`src/rtl/slk_pkg.sv`:
```
package slk_pkg;
  typedef enum logic [1:0] {
    MOP_READ  = 2'b00,
    MOP_SWAP  = 2'b01,
    MOP_CLEAR = 2'b10
  } mop_e;

  typedef enum logic [2:0] {
    ST_IDLE,
    ST_LURK,
    ST_GRAB,
    ST_WAIT,
    ST_OWN,
    ST_DROP
  } agent_st_e;
endpackage

```
`src/rtl/slk_lfsr.sv`:
```
module slk_lfsr #(
  parameter logic [15:0] SEED = 16'hACE1
) (
  input  logic        clk,
  input  logic        rst_n,
  output logic [15:0] rnd
);
  localparam logic [15:0] TAPS = 16'hB400;

  logic [15:0] s_q, s_d;

  always_comb begin
    s_d = s_q >> 1;
    if (s_q[0]) s_d = s_d ^ TAPS;
  end

  always_ff @(posedge clk or negedge rst_n) begin
    if (!rst_n) s_q <= SEED;
    else        s_q <= s_d;
  end

  assign rnd = s_q;


  lfsr_live_chk: assert property (@(posedge clk) disable iff (!rst_n) s_q != 16'h0000);
endmodule

```
`src/rtl/slk_window.sv`:
```
module slk_window #(
  parameter int MIN_DLY = 2,
  parameter int MAX_DLY = 16,
  parameter int WW      = 5
) (
  input  logic          clk,
  input  logic          rst_n,
  input  logic          restart,
  input  logic          grow,
  output logic [WW-1:0] win
);
  localparam logic [WW-1:0] WMIN = WW'(MIN_DLY);
  localparam logic [WW-1:0] WMAX = WW'(MAX_DLY);

  logic [WW-1:0] w_q, w_d;
  logic          w_en;

  always_comb begin
    w_d  = w_q;
    w_en = restart | grow;
    if (restart)             w_d = WMIN;
    else if (w_q < WMAX)     w_d = w_q << 1;
  end

  always_ff @(posedge clk or negedge rst_n) begin
    if (!rst_n)    w_q <= WMIN;
    else if (w_en) w_q <= w_d;
  end

  assign win = w_q;


  win_range_chk: assert property (@(posedge clk) disable iff (!rst_n)
    (w_q >= WMIN) && (w_q <= WMAX) && ($countones(w_q) == 1));

  win_double_chk: assert property (@(posedge clk) disable iff (!rst_n)
    (grow && !restart && (w_q < WMAX)) |=> (w_q == ($past(w_q) << 1)));
endmodule

```
`src/rtl/slk_delay.sv`:
```
module slk_delay #(
  parameter int CW = 4,
  parameter int WW = 5
) (
  input  logic          clk,
  input  logic          rst_n,
  input  logic          load,
  input  logic          run,
  input  logic [CW-1:0] rnd,
  input  logic [WW-1:0] win,
  output logic          done
);
  logic [CW-1:0] cnt_q, cnt_d;
  logic [WW-1:0] win_m1;
  logic          cnt_en;

  assign win_m1 = win - WW'(1);

  always_comb begin
    cnt_d  = cnt_q;
    cnt_en = 1'b0;
    if (load) begin
      cnt_d  = rnd & win_m1[CW-1:0];
      cnt_en = 1'b1;
    end else if (run && (cnt_q != '0)) begin
      cnt_d  = cnt_q - CW'(1);
      cnt_en = 1'b1;
    end
  end

  always_ff @(posedge clk or negedge rst_n) begin
    if (!rst_n)      cnt_q <= '0;
    else if (cnt_en) cnt_q <= cnt_d;
  end

  assign done = (cnt_q == '0);


  dly_bound_chk: assert property (@(posedge clk) disable iff (!rst_n)
    {1'b0, cnt_q} < win);
endmodule

```
`src/rtl/spinlock_agent.sv`:
```
module spinlock_agent
  import slk_pkg::*;
#(
  parameter int          MIN_DLY = 2,
  parameter int          MAX_DLY = 16,
  parameter logic [15:0] SEED    = 16'hACE1
) (
  input  logic       clk,
  input  logic       rst_n,
  input  logic       acq_req,
  input  logic       rel_req,
  output logic       grant,
  output logic       mem_valid,
  input  logic       mem_ready,
  output logic [1:0] mem_op,
  input  logic       mem_rdata
);
  localparam int CW = $clog2(MAX_DLY);
  localparam int WW = CW + 1;

  agent_st_e     st_q, st_d;
  mop_e          op_sel;
  logic          hs;
  logic          win_restart, win_grow, dly_load, dly_run, dly_done;
  logic [15:0]   rnd;
  logic [WW-1:0] win;

  assign hs = mem_valid & mem_ready;

  always_comb begin
    st_d        = st_q;
    op_sel      = MOP_READ;
    mem_valid   = 1'b0;
    win_restart = 1'b0;
    win_grow    = 1'b0;
    dly_load    = 1'b0;
    dly_run     = 1'b0;
    unique case (st_q)
      ST_IDLE: begin
        if (acq_req) begin
          win_restart = 1'b1;
          st_d        = ST_LURK;
        end
      end
      ST_LURK: begin
        mem_valid = 1'b1;
        if (hs && !mem_rdata) st_d = ST_GRAB;
      end
      ST_GRAB: begin
        mem_valid = 1'b1;
        op_sel    = MOP_SWAP;
        if (hs) begin
          if (mem_rdata) begin
            dly_load = 1'b1;
            win_grow = 1'b1;
            st_d     = ST_WAIT;
          end else begin
            st_d     = ST_OWN;
          end
        end
      end
      ST_WAIT: begin
        dly_run = 1'b1;
        if (dly_done) st_d = ST_LURK;
      end
      ST_OWN: begin
        if (rel_req) st_d = ST_DROP;
      end
      ST_DROP: begin
        mem_valid = 1'b1;
        op_sel    = MOP_CLEAR;
        if (hs) st_d = ST_IDLE;
      end
      default: st_d = ST_IDLE;
    endcase
  end

  always_ff @(posedge clk or negedge rst_n) begin
    if (!rst_n) st_q <= ST_IDLE;
    else        st_q <= st_d;
  end

  assign grant  = (st_q == ST_OWN);
  assign mem_op = op_sel;

  slk_lfsr #(.SEED(SEED)) u_rnd (
    .clk (clk),
    .rst_n (rst_n),
    .rnd (rnd)
  );

  slk_window #(.MIN_DLY(MIN_DLY), .MAX_DLY(MAX_DLY), .WW(WW)) u_win (
    .clk     (clk),
    .rst_n   (rst_n),
    .restart (win_restart),
    .grow    (win_grow),
    .win     (win)
  );

  slk_delay #(.CW(CW), .WW(WW)) u_dly (
    .clk   (clk),
    .rst_n (rst_n),
    .load  (dly_load),
    .run   (dly_run),
    .rnd   (rnd[CW-1:0]),
    .win   (win),
    .done  (dly_done)
  );


  swap_after_free_chk: assert property (@(posedge clk) disable iff (!rst_n)
    (hs && (mem_op == 2'b00) && !mem_rdata) |=> (mem_valid && (mem_op == 2'b01)));

  win_grant_chk: assert property (@(posedge clk) disable iff (!rst_n)
    (hs && (mem_op == 2'b01) && !mem_rdata) |=> grant);

  loss_quiet_chk: assert property (@(posedge clk) disable iff (!rst_n)
    (hs && (mem_op == 2'b01) && mem_rdata) |=> (!grant && !mem_valid));

  release_write_chk: assert property (@(posedge clk) disable iff (!rst_n)
    (grant && rel_req) |=> (!grant && mem_valid && (mem_op == 2'b10)));

  grant_quiet_chk: assert property (@(posedge clk) disable iff (!rst_n)
    grant |-> !mem_valid);

  req_hold_chk: assert property (@(posedge clk) disable iff (!rst_n)
    (mem_valid && !mem_ready) |=> (mem_valid && $stable(mem_op)));
endmodule

```
`config.mk`:
```
export PLATFORM = sky130hd
export DESIGN_NAME = spinlock_agent
export DESIGN_NICKNAME = d
export VERILOG_FILES = /design/src/rtl/slk_pkg.sv /design/src/rtl/slk_lfsr.sv /design/src/rtl/slk_window.sv /design/src/rtl/slk_delay.sv /design/src/rtl/spinlock_agent.sv
export SDC_FILE = /design/constraint.sdc
export NUM_CORES = 1
export LEC_CHECK = 0
export ABC_AREA = 1
export BUFFER_PORTS_ARGS = -buffer_cell sky130_fd_sc_hd__buf_2
export CAP_MARGIN = 30
export CELL_PAD_IN_SITES_DETAIL_PLACEMENT = 1
export CELL_PAD_IN_SITES_GLOBAL_PLACEMENT = 1
export CORE_MARGIN = 2
export CORE_UTILIZATION = 35
export CTS_CLUSTER_SIZE = 12
export DETAILED_ROUTE_END_ITERATION = 10
export PLACE_DENSITY = 0.75
export SYNTH_ARGS = -nofsm -noshare
export SYNTH_HDL_FRONTEND = slang
export SYNTH_HIERARCHICAL = 1
export SYNTH_SLANG_ARGS = --single-unit
```
`constraint.sdc`:
```
create_clock -name clk -period 2.1 [get_ports clk]
set_input_delay 0.21 -clock clk [delete_from_list [all_inputs] [get_ports clk]]
set_output_delay 0.21 -clock clk [all_outputs]
set_load 0.01 [all_outputs]
```
# Yosys cells after proc, flatten, opt, wreduce, memory -nomap -nowiden
# Cells that the tools add are included.
[totals]
regBits = 28
input_bits = 6
out_inout_bits = 4
elab_cells = 57
[classes]
addsub = 2
magnitude_cmp = 1
n_eq_ne = 11
muxes = 23
n_bitwise = 4
reduce_logical = 12
[ops]
columns = ["op", "n"]
rows = [
  ["2-to-1 mux 3 bit", 7],
  ["one-hot mux 3 bit (6 select lines)", 1],
  ["2-to-1 mux 16 bit", 1],
  ["!= test 2 bit, second input constant", 6],
  ["2-to-1 mux 5 bit", 2],
  ["2-to-1 mux 1 bit", 9],
  ["2-to-1 mux 4 bit", 2],
  ["subtractor 4 x 1 -> 4 bit, second input constant", 2],
  ["equality test 3 x 2 -> 1 bit, second input constant", 2],
  ["equality test 3 bit, second input constant", 2],
  ["AND reduction 6 bit", 1],
  ["less-than comparator 5 bit, second input constant", 1],
  ["AND 4 bit", 1],
  ["zero test 4 bit", 1],
  ["inverter 3 -> 4 bit", 1],
  ["one-hot mux 2 bit (2 select lines)", 1],
  ["AND reduction 2 bit", 2],
  ["nonzero test 2 bit", 2],
  ["nonzero test 4 bit", 1],
  ["equality test 3 x 1 -> 1 bit, second input constant", 1],
  ["zero test 3 bit", 1],
  ["OR reduction 3 bit", 1],
  ["logical AND 1 bit", 2],
  ["AND 1 bit", 1],
  ["other kinds (2)", 2],
]

# Depth between registers and ports, before layout
# Gate-level depths: netlist (run 1).
[logic_depth]
depth_word = 8
ltp_mapped = 13
ltp_nobuf = 11

# Cells and area by module
# Netlist (run 1), hierarchy kept.
[by_module_without_submodules]
columns = ["mod", "instances", "cells_per_inst", "area_per_inst_um2"]
rows = [
  ["slk_lfsr", 1, 42, 556.8],
  ["slk_delay", 1, 53, 342.8],
  ["spinlock_agent", 1, 50, 309.0],
  ["slk_window", 1, 19, 176.4],
]

# Worst setup path after synthesis (run 1)
# No wires, ideal clock.
[synth_timing]
kind = "reg2reg"
start = "register st_q[2]"
end = "register u_dly.cnt_q[3]"
arrival_ns = 1.579
path_slack_ns = 0.405
path_stages_with_launch = 13
n_path_buf = 2
synth_period_minus_slack_ns = 1.695
path_cell_list = "dfrtp_1 -> buf_6 -> inv_2 -> nand2_1 -> nor2_2 -> nand2_1 -> nor2_1 -> clkbuf_2 -> inv_1 -> o21ai_4 -> inv_2 -> nand2_1 -> nand2_1"
[synth_between]
elab_chain_cells = 8
elab_cells_between_ends = 16
classes_between = "eq/ne (4); mux (7); bitwise (1); reduce/logical (4)"
[synth_lines]
columns = ["element", "line_no", "text"]
rows = [
  ["start: declaration", "spinlock_agent.sv:21", "agent_st_e st_q, st_d;"],
  ["start signal: assignment", "spinlock_agent.sv:80", "else st_q <= st_d;"],
  ["equality test 3 bit, or another cell as far along", "spinlock_agent.sv:38", "unique case (st_q)"],
  ["OR reduction 3 bit (no line)", "n/a", ""],
  ["2-to-1 mux 1 bit", "spinlock_agent.sv:38", ""],
  ["AND 1 bit", "spinlock_agent.sv:28", "assign hs = mem_valid & mem_ready;"],
  ["2-to-1 mux 1 bit", "spinlock_agent.sv:52", "if (hs) begin"],
  ["2-to-1 mux 1 bit (*)", "spinlock_agent.sv:38", ""],
  ["net dly_load", "spinlock_agent.sv:24", "logic win_restart, win_grow, dly_load, dly_run, dly_done;"],
  ["nonzero test 2 bit (no line) or 2-to-1 mux 1 bit (tied branches)", "n/a", ""],
  ["AND reduction 2 bit (no line)", "n/a", ""],
  ["end signal: assignment", "slk_delay.sv:33", "else if (cnt_en) cnt_q <= cnt_d;"],
  ["end: declaration", "slk_delay.sv:13", "logic [CW-1:0] cnt_q, cnt_d;"],
]
# The timed path passes the listed nets; every way through them passes the cells marked *.
# A chain may end at the register's enable or synchronous reset.

# Final worst setup path (run 1)
# Same ends and word-level chain as after synthesis.

==> run metrics, run 1 <==
CP Max Fanout=12; worst min-delay path class=in2reg; Worst R2R End=u_dly/cnt_q[3]; I/O Pins=10; Setup WS pre-CTS=0.507 ns; Num CTS Buffers=3; area delta synth->final=8.64%; pwr dens=1140 mW/mm^2; number of antenna diodes=0; hold depth=4; CTS Hold Bufs=1; Worst Hold Path EP=u_win/win[4]; Die ar.=between 0.004 and 0.005 sq mm; CP Data Required Time=roughly 2.3 ns; layout cells sized above 1=between 20 and 30%; first-pass GRT wire length=about 4400 um; CTS tree=done; worst path arrival time=around 1.8 ns; hold path start=acq_req; CTS sink count=27; I/O Buffers=9; final WL=~2400 um; Setup crit end kind=flip-flop; Root Buffer=clkbuf_8; DIE WIDTH=65.4 um; dpl hpwl=1900 um; Cell Rows=22; Fmax=628 MHz; FF+latch area=between 600 and 700 sq um; Pleak=approximately 0.00073 uW; R2R setup slack=roughly 0.51 ns; final worst-path cycle share=75.8%; final instance area=around 0.0014 sq mm; Placeable Area=roughly 0.0036 sq mm; FILL cells=450; Slew Viols, Final=0; via count=just under 1,000; fin nets=~170; antenna-violating nets left=0; initial antenna violation count=0; Post-Syn Area=0.00132 sq mm; CP most frequent cell=nand2_1; R2R depth=11; CP max stage delay=between 0.4 and 0.5 ns; Max Root-Sink Buffers=2; Mapped Cells=~160; largest net degree at the start of global routing=28; Slew HR=roughly three fifths; unrepaired setup endpoints after global routing=false; post_cts resized=0; postcts setup bufs=0; final hold violation count=0; final setup margin=about 0.51 ns; total grt overflow=0; Top delay family on crit path=simple AND/OR/NAND/NOR gates; GRT Util Overall=13.2%; CTS HTree Levels=1; outcome=complete, no violations; Clock Latency Late Sink=approximately 0.27 ns; DRC=0; Worst VDD drop=0.420 mV; Worst Clk Skew=between 0.001 and 0.0015 ns; Crit path buffers/inverters=3; Crit Path Category=reg2reg; Avg Cell Area, Syn=8.50 sq um; setup violators final=0; YS warnings=6; multi-input logic area=around 480 sq um; die span in y=65.4 um; CP cell instances=inv_2 > nand2_1 > nor2_2 > nand2_1 > nor2_1 > buf_4 > inv_1 > nand3_1 > nand2_1 > nand2_1 > nand2_1; Detailed Route Iter0 Violations=25; via density per instance=~4.6; slowest CP cell=dfrtp_1; Pre-antenna DRT Iters=4; GPL Wtd Cong=around 0.79; Crit Reg-Reg Startpoint=st_q[2]; vias in the first global route=approximately 1,000; Period minus WS final=1.59 ns; syn nets=between 150 and 200; Clock Pin Slew Worst Setup and Hold Paths=around 0.08 ns; max cap viols=0; dpl cell area=0.00138 sq mm; DR WL/cell=11.5 um; starting density of the core=between 30 and 40%; CP startpoint kind=flip-flop; setup_tns=0 ns; actual slew at the worst max-slew pin=slightly below 0.6 ns
[area by class of cell]
class | instances | area share [%]
well taps | 48 | 4.20
inverters | 27 | 7.08
multi-input cells | 94 | 33.2
clock buffers | 4 | 3.15
flip-flops and latches | 27 | 48.0
repair buffers | 11 | 4.37
[through the flow]
stage	std cells	hold WS (ns)	power, uW	utilization, %
floorplan	155	-0.0856	1200	-
global placement	206	0.239	1330	37.9
detailed placement	206	0.253	1360	37.9
CTS	211	0.319	1660	39.4
global route	211	0.353	1770	39.4
finish	211	0.326	1630	39.4
[worst max path at each step]
stage	startpoint	endpoint	slack (ns)	depth (start not counted)
3_5_place_dp	st_q[2]	u_dly/cnt_q[3]	0.51	11
2_1_floorplan	st_q[2]	u_dly/cnt_q[3]	0.40	12
6_report	st_q[2]	u_dly/cnt_q[3]	0.51	11
5_1_grt	st_q[2]	u_dly/cnt_q[3]	0.29	11
4_1_cts	st_q[2]	u_dly/cnt_q[3]	0.49	11
3_3_place_gp	st_q[2]	u_dly/cnt_q[3]	0.59	11
[cell usage in the layout, fill, tap and decap left out]
| master | count |
|---|---|
| dfrtp_1 | 18 |
| clkbuf_1 | 1 |
| buf_4 | 1 |
| o21ai_0 | 6 |
| nand4_1 | 2 |
| clkbuf_8 | 3 |
| ha_1 | 2 |
| nor2_2 | 3 |
| o21ai_4 | 1 |
| conb_1 | 1 |
| nand2_4 | 2 |
| o22ai_1 | 2 |
| nor3_1 | 1 |
| nand2_2 | 5 |
| nand2_1 | 42 |
| inv_2 | 5 |
| dfstp_2 | 9 |
| dlygate4sd3_1 | 1 |
| a21oi_2 | 1 |
| nand3_1 | 15 |
| nor2_4 | 2 |
| nor2_1 | 9 |
| buf_2 | 9 |
| inv_1 | 22 |
[tightest hold or removal path: cells and delay by family]
kind | cells | cell delay (ns)
AO/OA/AOI/OAI | 1 | 0.10
buffers and inverters | 2 | 0.16
AND/OR/NAND/NOR | 1 | 0.08
[layer usage]
metal	vias up	GRT usage, %	routed length [um]
met5	-	0	0
met4	0	5.47	33
met3	4	1.71	74
met2	12	23.6	1220
met1	482	16.0	1090
li1	480	-	-
[power by group]
| part | switching, uW | total (uW) | internal (uW) |
|---|---|---|---|
| logic | 416 | 654 | 238 |
| registers | 89.8 | 692 | 602 |
| clock network | 147 | 283 | 136 |
[state kept, by name (all words and copies together) (netlist names)]
register and flops:
st_q 3, u_dly/cnt_q 4, u_rnd/rnd 16, u_win/win 4
Note: power is estimated with default switching activity, not from simulation.
==> run 2, diff against run 1 <==
==> constraint.sdc (replaced) <==
create_clock -name clk -period 1.6 [get_ports clk]
set_input_delay 0.16 -clock clk [delete_from_list [all_inputs] [get_ports clk]]
set_output_delay 0.16 -clock clk [all_outputs]
set_load 0.01 [all_outputs]
==> run 2 against run 1 <==
  * Power rose by 44%
  * Cell area rose by 5.5%
  * Clock skew barely moved
  * Sequential share of layout area fell by 2.4 points
  * Hold slack got worse by 0.039 ns
  * Largest cell class unchanged
  * Fmax rose by 8.3%
  * Flip-flop and latch count did not move
  * Critical path depth did not move
  * Critical endpoint is now st_q[0]
  * Global-route usage rose by 0.17 points
  * Via count fell by 1.8%
==> run metrics, run 2 (synthesis gave the netlist of run 1 again) <==
Pleak=about 0.00077 uW; Period minus WS final=1.47 ns; CP Max Fanout=4; Finished Core Util=41.6%; I/O Buffers=9; CP max stage delay=slightly above 0.4 ns; Pre-antenna DRT Iters=4; Top delay family on crit path=simple AND/OR/NAND/NOR gates; Slew HR=about three fifths; Detailed Route Iter0 Violations=17; DIE WIDTH=about 65 um; via density per instance=~4.4; CP startpoint kind=flip-flop; first-pass GRT wire length=4420 um; antenna-violating nets left=0; Crit path buffers/inverters=2; setup violators final=0; dpl cell area=about 0.0014 sq mm; fin nets=roughly 180; Worst Clk Skew=~0.0016 ns; dpl hpwl=a little under 2000 um; CTS tree=done; Crit Path Category=reg2reg; total placed cells including tap cells=210; max cap viols=0; GRT Util Overall=a little over an eighth; most frequent cells in the layout=nand2_1 (42), inv_1 (20), dfrtp_1 (17), nand3_1 (15); vias in the first global route=just under 1,000; initial antenna violation count=0; I/O Pins=10; total grt overflow=0; Root Buffer=clkbuf_8; outcome=complete, no violations; Setup crit end kind=flip-flop; final WL=2560 um; Clock Pin Slew Worst Setup and Hold Paths=about 0.090 ns; CP cell instances=inv_2 > ha_4 > nand2_4 > nor2_4 > inv_1 > nand2_1 > nand2_2 > nor2_4 > nand2_2 > nand2_1 > nand2_1; DR WL/cell=between 10 and 15 um; CP Data Required Time=between 1.5 and 2 ns; worst min-delay path class=in2reg; largest net degree at the start of global routing=28; starting density of the core=a little over a third; GPL Wtd Cong=just under 0.8; DRC=0; Die ar.=0.00427 sq mm; CTS sink count=27; slowest CP cell=dfrtp_1; area delta synth->final=14.6%; Slew Viols, Final=0; Placeable Area=roughly 0.0036 sq mm; Max Root-Sink Buffers=2; CTS HTree Levels=1; Fmax=between 600 and 700 MHz; actual slew at the worst max-slew pin=0.580 ns; CP most frequent cell=nand2_1; max FFs per register=16; final instance area=approximately 0.0015 sq mm; pwr dens=~1600 mW/mm^2; Num CTS Buffers=3; final worst-path cycle share=approximately nine tenths; die span in y=approximately 65 um; Cell Rows=22; final hold violation count=0; layout cells sized above 1=31.8%; most common cell after layout, fill and taps aside=nand2_1; number of antenna diodes=0; Pwr Total=around 2300 uW; Finished Layout Cells=between 200 and 250; Worst VDD drop=roughly 0.64 mV; Clock Latency Late Sink=around 0.27 ns; via count=between 900 and 1,000; worst path arrival time=1.64 ns; FILL cells=between 400 and 500
run 2: final timing paths:
check / from / endpoint / slack [ns] / depth (start not counted)
worst max-delay path: u_dly/cnt_q[0] / st_q[0] / 0.13 / 11
worst min register to register: u_rnd/rnd[6] / u_rnd/rnd[5] / 0.36 / 0
worst max register to register: u_dly/cnt_q[0] / st_q[0] / 0.13 / 11
worst min-delay path: mem_rdata / st_q[2] / 0.29 / 4
max in group asynchronous: rst_n / st_q[1] / 0.77 / 2
min in group asynchronous: rst_n / u_rnd/rnd[8] / 0.41 / 2
run 2: report_power, final:
group | switching, uW | total, uW | internal, uW
sequential | 117 | 910 | 793
combinational | 603 | 1040 | 433
clock | 217 | 399 | 183
run 2: through the flow:
step | setup TNS, ns | hold WS, ns | worst slack (ns)
after floorplan | 0 | -0.136 | 0.00161
after global placement | 0 | 0.184 | 0.0891
after detailed placement | 0 | 0.197 | 0.0274
after CTS | 0 | 0.272 | 0.0154
after global routing | -0.00816 | 0.317 | -0.00816
final | 0 | 0.287 | 0.129
run 2: repair_timing:
| action | CTS | global route |
|---|---|---|
| hold buffers | 1 | 0 |
| setup endpoints to repair | 0 | 5 |
| endpoints found under the hold margin | 18 | 0 |
| gates resized for setup | 0 | 6 |
| buffers inserted | 0 | 3 |
run 2: tightest hold or removal path, delay by kind of cell:
kind | cells | cell delay [ns]
and+or+nand+nor | 2 | 0.14
buffers and inverters | 1 | 0.12
AOI/OAI and AO/OA | 1 | 0.11
run 2: cell type report:
type,instances,area [sq um],area share [%]
clock buffers,3,41.3,2.73
clock inverters,1,8.76,0.580
inverters,27,101,6.71
multi-input cells,94,495,32.8
flip-flops and latches,27,688,45.6
well taps,48,60.1,3.98
repair buffers,18,115,7.62
run 2: metal layers:
layer	vias to the layer above	global-route usage [%]	share of wire [%]
met4	0	5.47	1.1
met3	2	2.05	0.51
met1	459	18.1	50
met2	2	21.6	48
li1	497	-	-
met5	-	0	0
==> run 3, diff against run 2 <==
--- a/config.mk
+++ b/config.mk
@@ -15,6 +15,7 @@
 export CTS_CLUSTER_SIZE = 12
 export DETAILED_ROUTE_END_ITERATION = 10
 export PLACE_DENSITY = 0.75
+export REMOVE_ABC_BUFFERS = 1
 export SYNTH_ARGS = -nofsm -noshare
 export SYNTH_HDL_FRONTEND = slang
 export SYNTH_HIERARCHICAL = 1
==> run 3 against run 2 <==
  * Die area stayed put
  * Wire length is 13% higher
  * Sequential share of layout area is 0.37 points lower
  * Cell count is 0.92% higher
  * Power is 0.48% higher
  * Cell area is 0.83% higher
  * Clock power is 6.0% lower
  * Critical path type unchanged
==> run metrics, run 3 (synthesis gave the netlist of run 1 again) <==
Max Root-Sink Buffers=2; Crit Path Category=reg2reg; Fmax=around 670 MHz; final WL=about 2900 um; max cap viols=0; Worst VDD drop=0.694 mV; pwr dens=approximately 1500 mW/mm^2; DRC=0; die span in y=about 65 um; DR top layer=met4; via count=1,021; Die ar.=between 0.004 and 0.005 sq mm; final hold violation count=0; Placeable Area=0.00363 sq mm; area delta synth->final=15.6%; most common cell after layout, fill and taps aside=nand2_1; starting density of the core=a little over a third; number of antenna diodes=0; GPL Wtd Cong=around 0.80; total grt overflow=0; Root Buffer=clkbuf_8; hold_ws=~0.29 ns; Finished Layout Cells=220; CTS tree=done; dpl hpwl=a little over 2000 um; most frequent cells in the layout=nand2_1 (40), inv_1 (21), dfrtp_1 (17), nand3_1 (15), buf_2 (10); I/O Pins=10; vias in the first global route=1,090; actual slew at the worst max-slew pin=~0.6 ns; WL met2=roughly 1500 um; initial antenna violation count=0; length of routed wiring on met1=1310 um; DIE WIDTH=between 60 and 70 um; I/O Buffers=9; final worst-path cycle share=roughly 93%; fin nets=roughly 180; setup violators final=0; Slew Viols, Final=0; Pre-antenna DRT Iters=4; Num CTS Buffers=3; first-pass GRT wire length=between 4000 and 5000 um; max FFs per register=16; Worst Clk Skew=0.00475 ns; layout cells sized above 1=~33%; CP Data Required Time=roughly 1.8 ns; Period minus WS final=1.49 ns; FILL cells=around 470; largest net degree at the start of global routing=28; Slew HR=about three fifths; outcome=complete, no violations; Pleak=roughly 0.00077 uW; worst min-delay path class=in2reg; metal3 WL=80 um; DR WL/cell=13.1 um; CP startpoint kind=flip-flop; Cell Rows=22; CP Max Fanout=4; via density per instance=4.64; Detailed Route Iter0 Violations=57; worst path arrival time=between 1.5 and 2 ns; Setup crit end kind=flip-flop; Clock Pin Slew Worst Setup and Hold Paths=approximately 0.09 ns; CTS HTree Levels=1; Clock Latency Late Sink=~0.27 ns; antenna-violating nets left=0; CTS sink count=27; GRT Util Overall=~15%; total placed cells including tap cells=~210
==> run 3: cell count changes in the layout (fill, tap and decap cells not counted), sizes merged <==
cell / previous run / this run
clkinv: 0 / 1
inv: 28 / 27
buf: 17 / 19
==> run 3: timing repair <==
item	4_1_cts	5_1_grt
endpoints found under the hold margin	18	0
hold buffers	1	0
setup endpoints to repair	0	7
buffers inserted	0	6
resized for setup	0	10
==> run 3: final timing paths <==
kind / slack [ns] / start / cells after the start / endpoint
setup / recovery: 0.11 / u_dly/cnt_q[0] / 11 / st_q[1]
hold / removal: 0.29 / acq_req / 4 / u_win/win[4]
setup reg to reg: 0.11 / u_dly/cnt_q[0] / 11 / st_q[1]
hold reg to reg: 0.36 / u_rnd/rnd[4] / 0 / u_rnd/rnd[3]
max in group asynchronous: 0.76 / rst_n / 2 / st_q[1]
min in group asynchronous: 0.42 / rst_n / 2 / u_rnd/rnd[8]
==> run 3: final cells by class <==
type | count | area, sq um | share of cell area [%]
clock inverter | 1 | 5.00 | 0.329
timing repair buffer | 20 | 131 | 8.63
sequential | 27 | 688 | 45.2
clock buffer | 3 | 41.3 | 2.71
inverter | 27 | 101 | 6.66
tap | 48 | 60.1 | 3.94
multi-input combinational | 94 | 495 | 32.5
==> run 3: report_power, final <==
part | switching [uW] | internal [uW]
registers | 125 | 793
clock network | 201 | 174
logic | 626 | 436
==> run 3: critical path, stage by stage, from the launching register on <==
cell and delay, ns:
dfrtp_1 0.41, inv_2 0.08, ha_2 0.19, nand2_2 0.08
nor2_4 0.11, inv_1 0.04, nand2_1 0.07, nand2_2 0.06
nor2_4 0.15, nand2_2 0.09, nand2_1 0.07, nand2_1 0.04
==> run 3: stage by stage <==
step / worst slack (ns) / cell area, sq um / utilization [%] / setup TNS, ns / power, uW
global route: -0.0156 / 1520 / 41.9 / -0.0214 / 2560
floorplan: -0.187 / 1260 / - / -0.646 / 1560
global placement: 0.0847 / 1390 / 38.3 / 0 / 1780
finish: 0.114 / 1520 / 41.9 / 0 / 2360
detailed placement: 0.0463 / 1390 / 38.3 / 0 / 1840
CTS: 0.0282 / 1450 / 39.8 / 0 / 2240
==> run 3: routing by layer <==
layer / vias to the layer above / track usage, %
met1: 510 / 17.0
li1: 498 / -
met3: 2 / 3.08
met4: 0 / 7.55
met5: - / 0
met2: 11 / 24.9
